**src/rtl/scan_pkg.sv**
```systemverilog
package scan_pkg;

    localparam int ADDR_W = 6;
    localparam int DATA_W = 8;

    localparam logic [ADDR_W-1:0] ADR_VSYNC  = 6'h00;
    localparam logic [ADDR_W-1:0] ADR_VBLANK = 6'h01;
    localparam logic [ADDR_W-1:0] ADR_WAIT   = 6'h02;
    localparam logic [ADDR_W-1:0] ADR_RESYNC = 6'h03;

    typedef enum logic [1:0] {
        PH_LEAD   = 2'd0,
        PH_SYNC   = 2'd1,
        PH_TAIL   = 2'd2,
        PH_ACTIVE = 2'd3
    } line_phase_e;

    typedef enum logic {
        ST_RUN  = 1'b0,
        ST_HOLD = 1'b1
    } stall_state_e;

endpackage

```
**src/rtl/scan_hcounter.sv**
```systemverilog
module scan_hcounter
    import scan_pkg::*;
#(
    parameter int LINE_CLKS   = 228,
    parameter int HBLANK_CLKS = 68,
    parameter int HSYNC_START = 20,
    parameter int HSYNC_LEN   = 16,
    localparam int CW = $clog2(LINE_CLKS)
) (
    input  logic          clk,
    input  logic          rst_n,
    input  logic          restart,
    output logic [CW-1:0] hcount,
    output logic          line_start,
    output logic          hblank,
    output logic          hsync
);

    localparam logic [CW-1:0] LAST     = CW'(LINE_CLKS - 1);
    localparam logic [CW-1:0] SYNC_BEG = CW'(HSYNC_START);
    localparam logic [CW-1:0] SYNC_END = CW'(HSYNC_START + HSYNC_LEN);
    localparam logic [CW-1:0] BLK_END  = CW'(HBLANK_CLKS);

    logic [CW-1:0] cnt_q, cnt_d;
    line_phase_e   phase_q, phase_d;

    always_comb begin
        if (restart || cnt_q == LAST) cnt_d = '0;
        else                          cnt_d = cnt_q + 1'b1;
    end

    assign line_start = (cnt_d == '0);

    // phase transitions taken on the count being entered
    always_comb begin
        phase_d = phase_q;
        if (line_start) begin
            phase_d = PH_LEAD;
        end else begin
            unique case (phase_q)
                PH_LEAD:   if (cnt_d == SYNC_BEG) phase_d = PH_SYNC;
                PH_SYNC:   if (cnt_d == SYNC_END) phase_d = PH_TAIL;
                PH_TAIL:   if (cnt_d == BLK_END)  phase_d = PH_ACTIVE;
                PH_ACTIVE: phase_d = PH_ACTIVE;
            endcase
        end
    end

    always_ff @(posedge clk or negedge rst_n) begin
        if (!rst_n) begin
            cnt_q   <= '0;
            phase_q <= PH_LEAD;
        end else begin
            cnt_q   <= cnt_d;
            phase_q <= phase_d;
        end
    end

    always_comb begin
        hcount = cnt_q;
        hblank = (phase_q != PH_ACTIVE);
        hsync  = (phase_q == PH_SYNC);
    end

endmodule

```
**src/rtl/scan_stall.sv**
```systemverilog
module scan_stall
    import scan_pkg::*;
(
    input  logic clk,
    input  logic rst_n,
    input  logic wait_wr,
    input  logic line_start,
    output logic rdy
);

    stall_state_e st_q, st_d;

    always_comb begin
        st_d = st_q;
        unique case (st_q)
            ST_RUN:  if (wait_wr) st_d = ST_HOLD;
            ST_HOLD: if (line_start && !wait_wr) st_d = ST_RUN;
        endcase
    end

    always_ff @(posedge clk or negedge rst_n) begin
        if (!rst_n) st_q <= ST_RUN;
        else        st_q <= st_d;
    end

    always_comb begin
        rdy = (st_q == ST_RUN);
    end

endmodule

```
**src/rtl/scan_vregs.sv**
```systemverilog
module scan_vregs (
    input  logic clk,
    input  logic rst_n,
    input  logic vs_wr,
    input  logic vb_wr,
    input  logic d_sync,
    input  logic d_trig,
    input  logic d_dump,
    output logic vsync,
    output logic vblank,
    output logic trig_en,
    output logic pot_dump
);

    always_ff @(posedge clk or negedge rst_n) begin
        if (!rst_n) begin
            vsync    <= 1'b0;
            vblank   <= 1'b0;
            trig_en  <= 1'b0;
            pot_dump <= 1'b0;
        end else begin
            if (vs_wr) vsync <= d_sync;
            if (vb_wr) begin
                vblank   <= d_sync;
                trig_en  <= d_trig;
                pot_dump <= d_dump;
            end
        end
    end

endmodule

```
**src/rtl/scan_sync_stall.sv**
```systemverilog
module scan_sync_stall
    import scan_pkg::*;
#(
    parameter int LINE_CLKS   = 228,
    parameter int HBLANK_CLKS = 68,
    parameter int HSYNC_START = 20,
    parameter int HSYNC_LEN   = 16,
    localparam int CW = $clog2(LINE_CLKS)
) (
    input  logic              clk,
    input  logic              rst_n,
    input  logic              wr_en,
    input  logic [ADDR_W-1:0] wr_addr,
    input  logic [DATA_W-1:0] wr_data,
    output logic [CW-1:0]     hcount,
    output logic              hblank,
    output logic              hsync,
    output logic              vsync,
    output logic              vblank,
    output logic              trig_en,
    output logic              pot_dump,
    output logic              rdy
);

    logic sel_vs, sel_vb, sel_wait, sel_resync, line_start;
    logic unused_data;

    assign sel_vs      = wr_en && (wr_addr == ADR_VSYNC);
    assign sel_vb      = wr_en && (wr_addr == ADR_VBLANK);
    assign sel_wait    = wr_en && (wr_addr == ADR_WAIT);
    assign sel_resync  = wr_en && (wr_addr == ADR_RESYNC);
    assign unused_data = ^{wr_data[5:2], wr_data[0]};

    scan_hcounter #(
        .LINE_CLKS  (LINE_CLKS),
        .HBLANK_CLKS(HBLANK_CLKS),
        .HSYNC_START(HSYNC_START),
        .HSYNC_LEN  (HSYNC_LEN)
    ) u_hcnt (
        .clk       (clk),
        .rst_n     (rst_n),
        .restart   (sel_resync),
        .hcount    (hcount),
        .line_start(line_start),
        .hblank    (hblank),
        .hsync     (hsync)
    );

    scan_stall u_stall (
        .clk       (clk),
        .rst_n     (rst_n),
        .wait_wr   (sel_wait),
        .line_start(line_start),
        .rdy       (rdy)
    );

    scan_vregs u_vregs (
        .clk     (clk),
        .rst_n   (rst_n),
        .vs_wr   (sel_vs),
        .vb_wr   (sel_vb),
        .d_sync  (wr_data[1]),
        .d_trig  (wr_data[6]),
        .d_dump  (wr_data[7]),
        .vsync   (vsync),
        .vblank  (vblank),
        .trig_en (trig_en),
        .pot_dump(pot_dump)
    );

endmodule

```
**config.mk**
```make
export PLATFORM = sky130hd
export DESIGN_NAME = scan_sync_stall
export DESIGN_NICKNAME = d
export VERILOG_FILES = /design/src/rtl/scan_pkg.sv /design/src/rtl/scan_hcounter.sv /design/src/rtl/scan_stall.sv /design/src/rtl/scan_vregs.sv /design/src/rtl/scan_sync_stall.sv
export SDC_FILE = /design/constraint.sdc
export NUM_CORES = 1
export LEC_CHECK = 0
export ABC_AREA = 1
export BUFFER_PORTS_ARGS = -buffer_cell sky130_fd_sc_hd__buf_2
export CORE_UTILIZATION = 54
export CTS_CLUSTER_SIZE = 30
export DETAILED_ROUTE_END_ITERATION = 6
export GPL_ROUTABILITY_DRIVEN = 0
export HOLD_SLACK_MARGIN = 0.12
export PLACE_DENSITY = 0.83
export REMOVE_ABC_BUFFERS = 1
export SYNTH_ARGS = -nofsm -noshare
export SYNTH_HDL_FRONTEND = slang
export SYNTH_HIERARCHICAL = 1
export SYNTH_SLANG_ARGS = --single-unit
```
**constraint.sdc**
```tcl
create_clock -name clk -period 2.8 [get_ports clk]
set_input_delay 0.56 -clock clk [delete_from_list [all_inputs] [get_ports clk]]
set_output_delay 0.56 -clock clk [all_outputs]
set_load 0.1 [all_outputs]
```
# After elaboration in Yosys (flattened, before gate mapping)
# Index checks and enable logic that the tools add are counted.
[classes]
add_sub_neg = 1
eq_ne = 14
mux = 9
bitwise_logic = 1
reduce_logical = 11
[ops]
columns = ["op", "n"]
rows = [
  ["== test 6 x 2 -> 1 bit (second input constant)", 2],
  ["inequality test 3 x 1 -> 1 bit (second input constant)", 3],
  ["adder 8 x 1 -> 8 bit (second input constant)", 1],
  ["== test 8 x 5 -> 1 bit (second input constant)", 1],
  ["== test 8 x 6 -> 1 bit (second input constant)", 1],
  ["== test 8 x 7 -> 1 bit (second input constant)", 1],
  ["== test 8 bit (second input constant)", 1],
  ["zero test 8 bit", 1],
  ["two-way mux 2 bit", 4],
  ["two-way mux 8 bit", 1],
  ["case mux 2 bit (4 select lines)", 1],
  ["== test 6 x 1 -> 1 bit (second input constant)", 1],
  ["zero test 6 bit", 1],
  ["logical AND 1 bit", 5],
  ["== test 2 bit (second input constant)", 2],
  ["AND reduction 3 bit", 1],
  ["== test 2 x 1 -> 1 bit (second input constant)", 1],
  ["zero test 2 bit", 1],
  ["two-way mux 1 bit", 2],
  ["inequality test 2 bit (second input constant)", 1],
  ["case mux 1 bit (2 select lines)", 1],
  ["zero test 1 bit", 1],
  ["logical OR 1 bit", 1],
  ["NOT 1 bit", 1],
]
[word_totals]
register_bits = 15
output_inout_bits = 15

# Longest topological paths before layout
# Gate-level depths: netlist of the first run.
[logic_depth]
depth_word = 8
ltp_mapped = 13

# Modules after synthesis
# Netlist of the first run, hierarchy kept.
[modules_own_cells]
columns = ["module", "instances", "cells_each", "area_each_um2", "seq_area_each_um2"]
rows = [
  ["scan_hcounter", 1, 104, 794.5, 250.2],
  ["scan_vregs", 1, 18, 152.6, 100.1],
  ["scan_sync_stall", 1, 14, 56.3, 0.0],
  ["scan_stall", 1, 6, 43.8, 25.0],
]

# Worst setup path before layout of the first run
# OpenSTA, ideal clock, no wires.
[synth_timing]
kind = "reg2reg"
start = "reg u_hcnt.cnt_q[0] (netlist: u_hcnt/hcount[0])"
end = "reg u_hcnt.phase_q[0]"
setup_time_ns = 0.124
arrival_ns = 2.275
required_ns = 2.676
setup_slack_ns = 0.401
stages_incl_launch_ff = 12
path_cell_list = "dfrtp_1 > ha_1 > nand2_1 > nor2_2 > nand2_4 > nand3_2 > nand2_2 > nor2_2 > nand3_4 > nand2_1 > nor2_1 > o21bai_1"
[synth_between]
elab_chain_len = 6
word_cells_on_any_way = 13
[synth_rtl]
columns = ["item", "line_no", "rtl"]
rows = [
  ["from (decl)", "scan_hcounter.sv:24", "logic [CW-1:0] cnt_q, cnt_d;"],
  ["from (signal assigned)", "scan_hcounter.sv:54", "cnt_q <= cnt_d;"],
  ["branches (longest 2 deep; another with adder 8 x 1 -> 8 bit)", "-", ""],
  ["two-way mux 8 bit (*)", "scan_hcounter.sv:28", "if (restart || cnt_q == LAST) cnt_d = '0;"],
  ["== test 8 x 7 -> 1 bit (tied with other cells)", "scan_hcounter.sv:43", "PH_TAIL: if (cnt_d == BLK_END) phase_d = PH_ACTIVE;"],
  ["inequality test 3 x 1 -> 1 bit (no source line)", "-", ""],
  ["AND reduction 3 bit (no source line)", "-", ""],
  ["to (signal assigned)", "scan_hcounter.sv:55", "phase_q <= phase_d;"],
  ["to (decl)", "scan_hcounter.sv:25", "line_phase_e phase_q, phase_d;"],
]
# Mark *: on every way between the ends.
# A chain may end at the register's enable or synchronous reset.

# Worst setup path after layout of the first run
[layout_timing]
start = "reg u_hcnt.cnt_q[0] (netlist: u_hcnt/hcount[0])"
end = "reg u_hcnt.phase_q[0]"
[layout_between]
elab_chain_len = 6
word_cells_on_any_way = 13
[layout_rtl]
columns = ["item", "line_no"]
rows = [
  ["branches (longest 2 deep; another with adder 8 x 1 -> 8 bit)", "-"],
  ["two-way mux 8 bit (*)", "scan_hcounter.sv:28"],
  ["via u_hcnt.cnt_d[6]", "scan_hcounter.sv:24"],
  ["== test 8 x 7 -> 1 bit (tied with other cells)", "scan_hcounter.sv:43"],
  ["inequality test 3 x 1 -> 1 bit (no source line)", "-"],
  ["AND reduction 3 bit (no source line)", "-"],
]
# Mark *: on every way through the listed nets, which the timed path passes.

==> key figures, run 1 <==
Logic synthesis
  • Distinct cells, synth: 23
  • Syn_area_per_cell: 7.38 sq um
  • Post-Syn Area: between 0.001 and 0.0015 sq mm
  • Yosys warns: 6
  • Cell count after synthesis: between 100 and 150
  • Seq cells post-synth: 15
  • Register area share after synthesis: 35.8%

CTS
  • Post-CTS setup repair buffer count: 0
  • Clk root buf: clkbuf_4
  • CTS sink count: 15
  • CTS clk-pin slew, worst paths: 0.08 ns
  • CTS Buffer Depth: 2
  • CTS resizes: 0
  • Post-CTS Hold Fix Bufs: 0
  • Worst skew pair latency: 0.27 ns
  • CTS H-Tree Depth: 1
  • Cts bufs inserted: 3
  • CTS tree: done

STA
  • Endpoints failing hold: 0
  • Final setup violation count: 0
  • Clock period minus worst slack: ~1.9 ns
  • Skew final: 0.00473 ns
  • Final Max Slew Viols: 0
  • PnR worst setup slack: 0.904 ns
  • Hold slack final: approximately 0.18 ns
  • Max-slew headroom: 67.3%
  • Setup TNS: 0 ns
  • Worst slew pin tran: 0.494 ns
  • RSZ-0062 raised after global routing: no
  • F_max: 527 MHz
  • Fin crit share: 67.7%

Outcome
  • Status: finished, final reports clean

Global route
  • Vias in the first global route: 869
  • Antenna violations before repair: 0
  • First-pass GRT wire length: 3620 um
  • Largest net degree at the start of global routing: 16
  • Total GRT Usage: between 20% and 30%
  • Total global routing overflow: 0

Floorplan
  • DIE AREA: 0.00212 sq mm
  • Core box area: 0.00176 sq mm
  • Vert. Die Dim: 46.0 um
  • Starting density of the core: 59.4%
  • # IOs: 32
  • Cell Rows: 15
  • Die Span X: 46.0 um

Finish
  • Fill cells: roughly 160
  • Most common cell after layout, fill and taps aside: nand2_1
  • Commonest cells after routing, fill and taps aside: 38 x nand2_1, 26 x buf_2, 19 x inv_1
  • Synth-to-Final Area Change: 16.8%
  • Share of cells above drive strength 1: 31.6%
  • Inserted Diodes: 0
  • Layout Nets: 191

Route
  • Met1 wire length: 841 um
  • Final ANT Viol Nets: 0
  • Pre-antenna DRT Iters: 4
  • Highest Signal Layer: met4
  • Vias post-DR: 965
  • Via/cell ratio: 4.92
  • Residual DRC: 0
  • Metal2 WL: 1140 um
  • Initial DRC Count: 12
  • Routed wire length: 2090 um
  • Routed length per instance: 10.6 um
  • WL met3: 89 um

Worst setup path
  • Worst EP required: 3.00 ns
  • CP endpoint kind: flop
  • Critical setup path kind: flop to flop
  • Crit path DAT: 2.09 ns
  • Top fanout value on the critical path: 6
  • Setup crit start kind: flop

Place
  • I/O Buffers: 26
  • Final HPWL DP: 1720 um
  • Dpl ws: between 0.6 and 0.7 ns

Min path
  • Hold crit path type: primary input to asynchronous set/reset pin

Flow run
  • Max_cap viols: 0
-- synthesized netlist by cell type --
master	count	share of area [%]
nand3b_1	1	0.72
o21ai_0	4	1.9
nand2_2	5	3.0
nand3_2	2	1.9
inv_2	3	1.1
nor2_2	6	3.6
nand3_1	15	7.2
nand4_1	2	1.2
o21bai_1	2	1.4
nor2_1	14	5.0
xor2_1	1	0.84
nand3_4	1	1.7
inv_1	19	6.8
nand2_8	1	1.9
a21oi_1	1	0.48
ha_1	2	2.4
buf_6	1	1.1
clkinv_1	1	0.36
o21ai_1	1	0.48
nor2_4	6	6.5
nand2_4	1	1.1
dfrtp_1	15	36
nand2_1	38	14
-- path summary, 6_finish.rpt --
| check | slack [ns] | cells after the start | end | startpoint |
|---|---|---|---|---|
| setup / recovery | 0.90 | 10 | u_hcnt/phase_q[0] | u_hcnt/hcount[0] |
| hold / removal | 0.18 | 1 | u_hcnt/hcount[7] | rst_n |
| setup reg to reg | 0.90 | 10 | u_hcnt/phase_q[0] | u_hcnt/hcount[0] |
| hold reg to reg | 0.47 | 2 | u_vregs/pot_dump | u_vregs/pot_dump |
| max in group asynchronous | 2.37 | 1 | u_hcnt/hcount[1] | rst_n |
| min in group clk | 0.47 | 2 | u_vregs/pot_dump | u_vregs/pot_dump |
-- layer usage --
layer / GRT usage, % / up-vias
li1: - / 503
met4: 8.82 / 0
met2: 46.2 / 24
met3: 2.38 / 2
met5: 0 / -
met1: 28.3 / 436
-- registers in the layout, summed over array words and instances, names as in the netlist --
| register | cells |
|---|---|
| u_hcnt/hcount | 8 |
| u_hcnt/phase_q | 2 |
| u_stall/st_q | 1 |
| u_vregs/pot_dump | 1 |
| u_vregs/trig_en | 1 |
| u_vregs/vblank | 1 |
| u_vregs/vsync | 1 |
-- metrics by stage --
step / instance area (sq um) / utilization (%) / cells
floorplan: 1040 / - / 141
global placement: 1200 / 67.9 / 192
detailed placement: 1200 / 67.9 / 192
CTS: 1220 / 69.4 / 196
global route: 1220 / 69.4 / 196
finish: 1220 / 69.4 / 196
-- logic make-up after synthesis --
kind of cell | count (synthesis) | share of synthesized area, %
AND/OR/NAND/NOR | 92 | 47.3
adder cells (fa/ha/maj) | 2 | 2.39
AO/OA/AOI/OAI | 8 | 4.30
XOR/XNOR | 1 | 0.836
flip-flops | 15 | 35.8
buffers and inverters | 24 | 9.32
-- cell type report --
type                    count  area, sq um  area share [%]
well taps                  25         31.3            2.56
inverters                  23         86.3            7.06
multi-input cells         103          574            46.9
flip-flops and latches     15          375            30.7
repair buffers             26          130            10.6
clock buffers               4         26.3            2.15
-- worst max-delay path, stage by stage, from the launching register on --
cell and delay, ns:
dfrtp_1 0.43, ha_1 0.23, nand3_1 0.14, o21ai_0 0.30, nand2_2 0.11, nor2_4 0.12, nor2_4 0.06, nand3_4 0.09
nand2_1 0.07, nor2_1 0.14, o21bai_1 0.13
Power of run 1 is left out: the tool's default activity adds up to more than one toggle a clock period on the data nets, which glitch-free logic cannot reach.
==> run 2: changes to the inputs <==
Settings changed: CORE_UTILIZATION 54 to 50, PLACE_DENSITY 0.83 to 0.78.
Clock period 2.8 ns to 1.8 ns, I/O delays scaled along.
==> key figures, run 2 (same netlist as run 1, synthesis figures left out) <==
Outcome
  • Status: finished, violations left
  • Failing checks: negative setup slack

Finish
  • Inserted Diodes: 0 (unchanged)
  • Layout Nets: 200 (+4.7%)
  • Final instance area: 0.00135 sq mm (+10%)
  • Max FFs per register: 8 (unchanged)
  • Most common cell after layout, fill and taps aside: nand2_1
  • Post-Layout Cell Count: 207 (+5.6%)
  • Share of cells above drive strength 1: 38.3% (+6.8 points)
  • Synth-to-Final Area Change: 28.8%
  • Commonest cells after routing, fill and taps aside: 38 x nand2_1, 25 x buf_2, 19 x inv_1

Min path
  • Hold crit path type: primary input to flop
  • Hold path start: wr_data[7]

Worst setup path
  • Critical setup path kind: flop to flop
  • CP endpoint kind: flop
  • CP top delay family: simple AND/OR/NAND/NOR gates
  • Crit path buf inv count: 1 (+1)
  • Top fanout value on the critical path: 6 (unchanged)
  • Crit. Startpoint: u_hcnt/hcount[0]
  • Crit path DAT: 2.05 ns (-0.04 ns)
  • CP Cell Sequence: buf_4 > nand3_1 > o21bai_1 > nand2_1 > nor2_4 > nor2_4 > nand3_4 > nand2_1 > nor2_1 > o21bai_1
  • Worst reg2reg startpoint: u_hcnt/hcount[0]
  • Slowest-stage cell, CP: dfrtp_2
  • CP max stage delay: 0.44 ns (about the same)
  • Worst EP required: 2.00 ns (-1.00 ns)
  • Setup crit start kind: flop

Floorplan
  • # IOs: 32 (unchanged)
  • Core box area: 0.00196 sq mm (+11%)
  • Vert. Die Dim: 47.8 um (+3.7%)
  • Cell Rows: 16 (+1)
  • Die Span X: 47.8 um (+3.7%)
  • Starting density of the core: 53.4% (-6.0 points)
  • DIE AREA: 0.00228 sq mm (+7.6%)

STA
  • Worst slew pin tran: 0.493 ns (-0.000846 ns)
  • Clock period minus worst slack: 1.85 ns (-0.0460 ns)
  • Hold slack final: 0.279 ns (+0.101 ns)
  • Fin crit share: 103% (+35 points)
  • Final setup violation count: 2 (+2)
  • RSZ-0062 raised after global routing: yes
  • Max-slew headroom: 67.4% (about the same)
  • Endpoints failing hold: 0 (unchanged)
  • Setup TNS: -0.0823 ns (-0.0823 ns)
  • F_max: 541 MHz (+2.5%)
  • Final Max Slew Viols: 0 (unchanged)
  • Skew final: 0.00466 ns (-0.0000765 ns)
  • PnR worst setup slack: -0.0500 ns (-0.954 ns)

Route
  • Initial DRC Count: 21 (+9)
  • Routed wire length: 2470 um (+18%)
  • Residual DRC: 0 (unchanged)
  • Final ANT Viol Nets: 0 (unchanged)
  • Via/cell ratio: 4.90 (-0.51%)
  • Routed length per instance: 11.9 um (+12%)
  • Vias post-DR: 1014 (+5.1%)
  • Pre-antenna DRT Iters: 4 (unchanged)

Pwr
  • Cell Pwr Density: 2010 mW/mm^2
  • Pleak: 0.000711 uW
  • Power Total: 2720 uW
  • VDD IR max: ~0.0013 V

Global route
  • Total GRT Usage: 22.6% (-2.0 points)
  • Total global routing overflow: 0 (unchanged)
  • Antenna violations before repair: 0 (unchanged)
  • Largest net degree at the start of global routing: 16 (unchanged)
  • First-pass GRT wire length: 3510 um (-3.2%)
  • Vias in the first global route: 880 (+1.3%)

Place
  • I/O Buffers: 26 (unchanged)
  • DP Cell Count: 198 (+3.1%)
  • Post-DP Area: 0.00123 sq mm (+2.7%)
  • Final HPWL DP: 1780 um (+3.5%)

CTS
  • Clk root buf: clkbuf_4
  • Worst skew pair latency: 0.27 ns (about the same)
  • CTS Buffer Depth: 2 (unchanged)
  • CTS H-Tree Depth: 1 (unchanged)
  • CTS tree: done
  • CTS sink count: 15 (unchanged)
  • CTS clk-pin slew, worst paths: 0.09 ns (about the same)
  • Cts bufs inserted: 3 (unchanged)

Flow run
  • Max_cap viols: 0 (unchanged)
-- run 2: changes by cell type in the layout (fill, tap and decap cells not counted), sizes merged --
| cell | change |
|---|---|
| clkinv | +1 |
| buf | +7 |
| dlygate4sd3 | +1 |
-- run 2: path summary, 6_finish.rpt --
check | endpoint | slack [ns] | cells past startpoint
max | u_hcnt/phase_q[0] | -0.05 | 10
min | u_vregs/pot_dump | 0.28 | 3
max reg2reg | u_hcnt/phase_q[0] | -0.05 | 10
min reg2reg | u_vregs/vblank | 0.48 | 2
max in group asynchronous | u_hcnt/hcount[0] | 1.01 | 2
min in group asynchronous | u_vregs/vsync | 0.52 | 2
-- run 2: through the flow --
stage / setup WS [ns] / utilization (%)
5_1_grt: -0.171 / 68.8
3_3_place_gp: 0.0117 / 62.7
3_5_place_dp: -0.101 / 62.7
2_1_floorplan: -0.599 / -
4_1_cts: 0.00655 / 66.6
6_report: -0.0500 / 68.8
-- run 2: layer usage --
| layer | track usage (%) | part of all wire, % |
|---|---|---|
| met1 | 24.2 | 39 |
| met2 | 44.1 | 56 |
| met3 | 2.26 | 3.9 |
| met4 | 9.44 | 1.2 |
| met5 | 0 | 0 |
-- run 2: area by class of cell --
cell class / count / area, sq um
Clock buffer: 3 / 22.5
Clock inverter: 1 / 5.00
Fill cell: 176 / 613
Inverter: 23 / 86.3
Multi-Input combinational cell: 103 / 619
Sequential cell: 15 / 379
Tap cell: 27 / 33.8
Timing Repair Buffer: 35 / 203
-- run 2: repair_timing --
action,CTS,global route
setup buffers,3,1
resized for setup,4,8
hold endpoints to repair,15,0
hold buffers,1,0
endpoints found under the setup margin,2,4
pin swaps,0,4
-- run 2: tightest hold or removal path, delay by kind of cell --
kind,cells,cell delay [ns]
buffers and inverters,1,0.07
AND/OR/NAND/NOR,2,0.09
-- run 2: report_power, final --
part	total [uW]	internal, uW	switching, uW
Sequential	611	454	157
Combinational	1920	464	1450
Clock	187	82.2	105
Note: power is estimated with default switching activity, not from simulation.
==> run 3: changes to the inputs <==
==> constraint.sdc (replaced) <==
create_clock -name clk -period 1.8 [get_ports clk]
set_input_delay 0.09 -clock clk [delete_from_list [all_inputs] [get_ports clk]]
set_output_delay 0.09 -clock clk [all_outputs]
set_load 0.1 [all_outputs]
==> key figures, run 3 (same netlist as run 1, synthesis figures left out) <==
Outcome
  • Status: finished, violations left
  • Failing checks: negative setup slack

Min path
  • Hold crit path type: primary input to flop

STA
  • Endpoints failing hold: 0 (unchanged)
  • Clock period minus worst slack: 1.81 ns (-0.0425 ns)
  • Final setup violation count: 1 (-1)
  • Max-slew headroom: 67.7% (+0.35 points)
  • F_max: 553 MHz (+2.3%)
  • Worst slew pin tran: 0.488 ns (-0.00528 ns)
  • Skew final: 0.00158 ns (-0.00308 ns)
  • Setup TNS: -0.00750 ns (+0.0748 ns)
  • PnR worst setup slack: -0.00750 ns (+0.0425 ns)
  • Final Max Slew Viols: 0 (unchanged)
  • RSZ-0062 raised after global routing: yes
  • Fin crit share: 100% (-2.4 points)

Floorplan
  • Cell Rows: 16 (unchanged)
  • # IOs: 32 (unchanged)
  • Die Span X: 47.8 um (unchanged)
  • Core box area: 0.00196 sq mm (unchanged)
  • Starting density of the core: 53.4% (unchanged)
  • Vert. Die Dim: 47.8 um (unchanged)
  • DIE AREA: 0.00228 sq mm (unchanged)

Pwr
  • Cell Pwr Density: 1990 mW/mm^2 (-1.3%)
  • Pleak: 0.000703 uW (-1.2%)
  • VDD IR max: 0.00123 V (-3.2%)

Global route
  • Vias in the first global route: 871 (-1.0%)
  • Antenna violations before repair: 0 (unchanged)
  • Largest net degree at the start of global routing: 16 (unchanged)
  • First-pass GRT wire length: 3190 um (-8.9%)
  • Total GRT Usage: 20.4% (-2.2 points)
  • Total global routing overflow: 0 (unchanged)

CTS
  • CTS sink count: 15 (unchanged)
  • CTS H-Tree Depth: 1 (unchanged)
  • CTS clk-pin slew, worst paths: 0.09 ns (about the same)
  • CTS tree: done
  • Cts bufs inserted: 3 (unchanged)
  • Worst skew pair latency: 0.27 ns (about the same)
  • CTS Buffer Depth: 2 (unchanged)
  • Clk root buf: clkbuf_4

Finish
  • Layout Nets: 196 (-2.0%)
  • Synth-to-Final Area Change: 29.0%
  • Inserted Diodes: 0 (unchanged)
  • Max FFs per register: 8 (unchanged)
  • Commonest cells after routing, fill and taps aside: 36 x nand2_1, 26 x buf_2, 19 x inv_1
  • Share of cells above drive strength 1: 38.6% (+0.30 points)
  • Most common cell after layout, fill and taps aside: nand2_1
  • Final instance area: 0.00135 sq mm (+0.19%)

Route
  • Final ANT Viol Nets: 0 (unchanged)
  • Residual DRC: 0 (unchanged)
  • Vias post-DR: 1016 (+0.20%)
  • Pre-antenna DRT Iters: 5 (+1)
  • Routed wire length: 2370 um (-4.0%)
  • Routed length per instance: 11.7 um (-2.1%)
  • Initial DRC Count: 15 (-29%)
  • Via/cell ratio: 5.00 (+2.2%)

Worst setup path
  • CP endpoint kind: flop
  • Worst EP required: 1.96 ns (-0.04 ns)
  • Crit path DAT: 1.97 ns (-0.08 ns)
  • Setup crit start kind: flop
  • Top fanout value on the critical path: 5 (-1)
  • Critical setup path kind: flop to flop
  • Reg2reg setup slack: -0.007 ns (+0.04 ns)

Place
  • Post-DP Area: 0.00120 sq mm (-2.4%)
  • Dpl ws: -0.0416 ns (+0.0590 ns)
  • Final HPWL DP: 1730 um (-3.2%)
  • I/O Buffers: 26 (unchanged)

Flow run
  • Max_cap viols: 0 (unchanged)
==> run 3: changes by cell type in the layout (fill, tap and decap cells not counted), sizes merged <==
| cell | previous run | this run |
|---|---|---|
| buf | 33 | 27 |
| dlygate4sd3 | 1 | 4 |
| clkinv | 2 | 1 |
==> run 3: layout make-up <==
class / instances / area, sq um
well taps: 27 / 33.8
flip-flops and latches: 15 / 380
clock buffers: 4 / 26.3
inverters: 23 / 86.3
fillers: 185 / 611
repair buffers: 31 / 178
multi-input cells: 103 / 647
==> run 3: critical path, stage by stage (launching register included) <==
cell and delay (ns):
dfrtp_2 0.47, ha_4 0.18, xor2_1 0.24, nand4_1 0.21, nor2_4 0.19, nand3_2 0.08
nor2_1 0.11, nor2_1 0.07, o21bai_1 0.15
==> run 3: what timing repair did <==
action                     4_1_cts  5_1_grt
buffers inserted                 0        1
hold endpoints to repair        19        0
pin swaps                        6       10
setup endpoints to repair        1        2
hold buffers                     4        0
resized for setup                8       12
==> run 3: path summary, 6_finish.rpt <==
kind / from / endpoint / cells after the start
max: u_hcnt/hcount[1] / u_hcnt/phase_q[0] / 8
min: wr_addr[1] / u_stall/st_q / 5
max reg2reg: u_hcnt/hcount[1] / u_hcnt/phase_q[0] / 8
min reg2reg: u_vregs/vblank / u_vregs/vblank / 2
max in group asynchronous: rst_n / u_hcnt/hcount[2] / 2
min in group asynchronous: rst_n / u_vregs/vblank / 2
==> run 3: stage by stage <==
step | std cells | power, uW | hold slack, ns | util (%)
finish | 203 | 2690 | 0.157 | 68.9
global placement | 194 | 2280 | 0.0104 | 61.2
CTS | 202 | 2570 | 0.161 | 66.2
global route | 203 | 2840 | 0.195 | 68.9
floorplan | 141 | 2050 | -0.206 | -
detailed placement | 194 | 2330 | 0.0141 | 61.2
==> run 3: routing by layer <==
| layer | wire length [um] | GRT usage, % | vias to the layer above |
|---|---|---|---|
| met5 | 0 | 0 | - |
| met4 | 12 | 7.78 | 0 |
| met3 | 62 | 2.26 | 2 |
| met2 | 1300 | 40.5 | 25 |
| met1 | 994 | 21.5 | 477 |
| li1 | - | - | 512 |
==> run 3: power by group <==
part           switching, uW  internal [uW]
Clock                    103           85.8
Sequential               168            457
Combinational           1440            436
Total                   1710            978
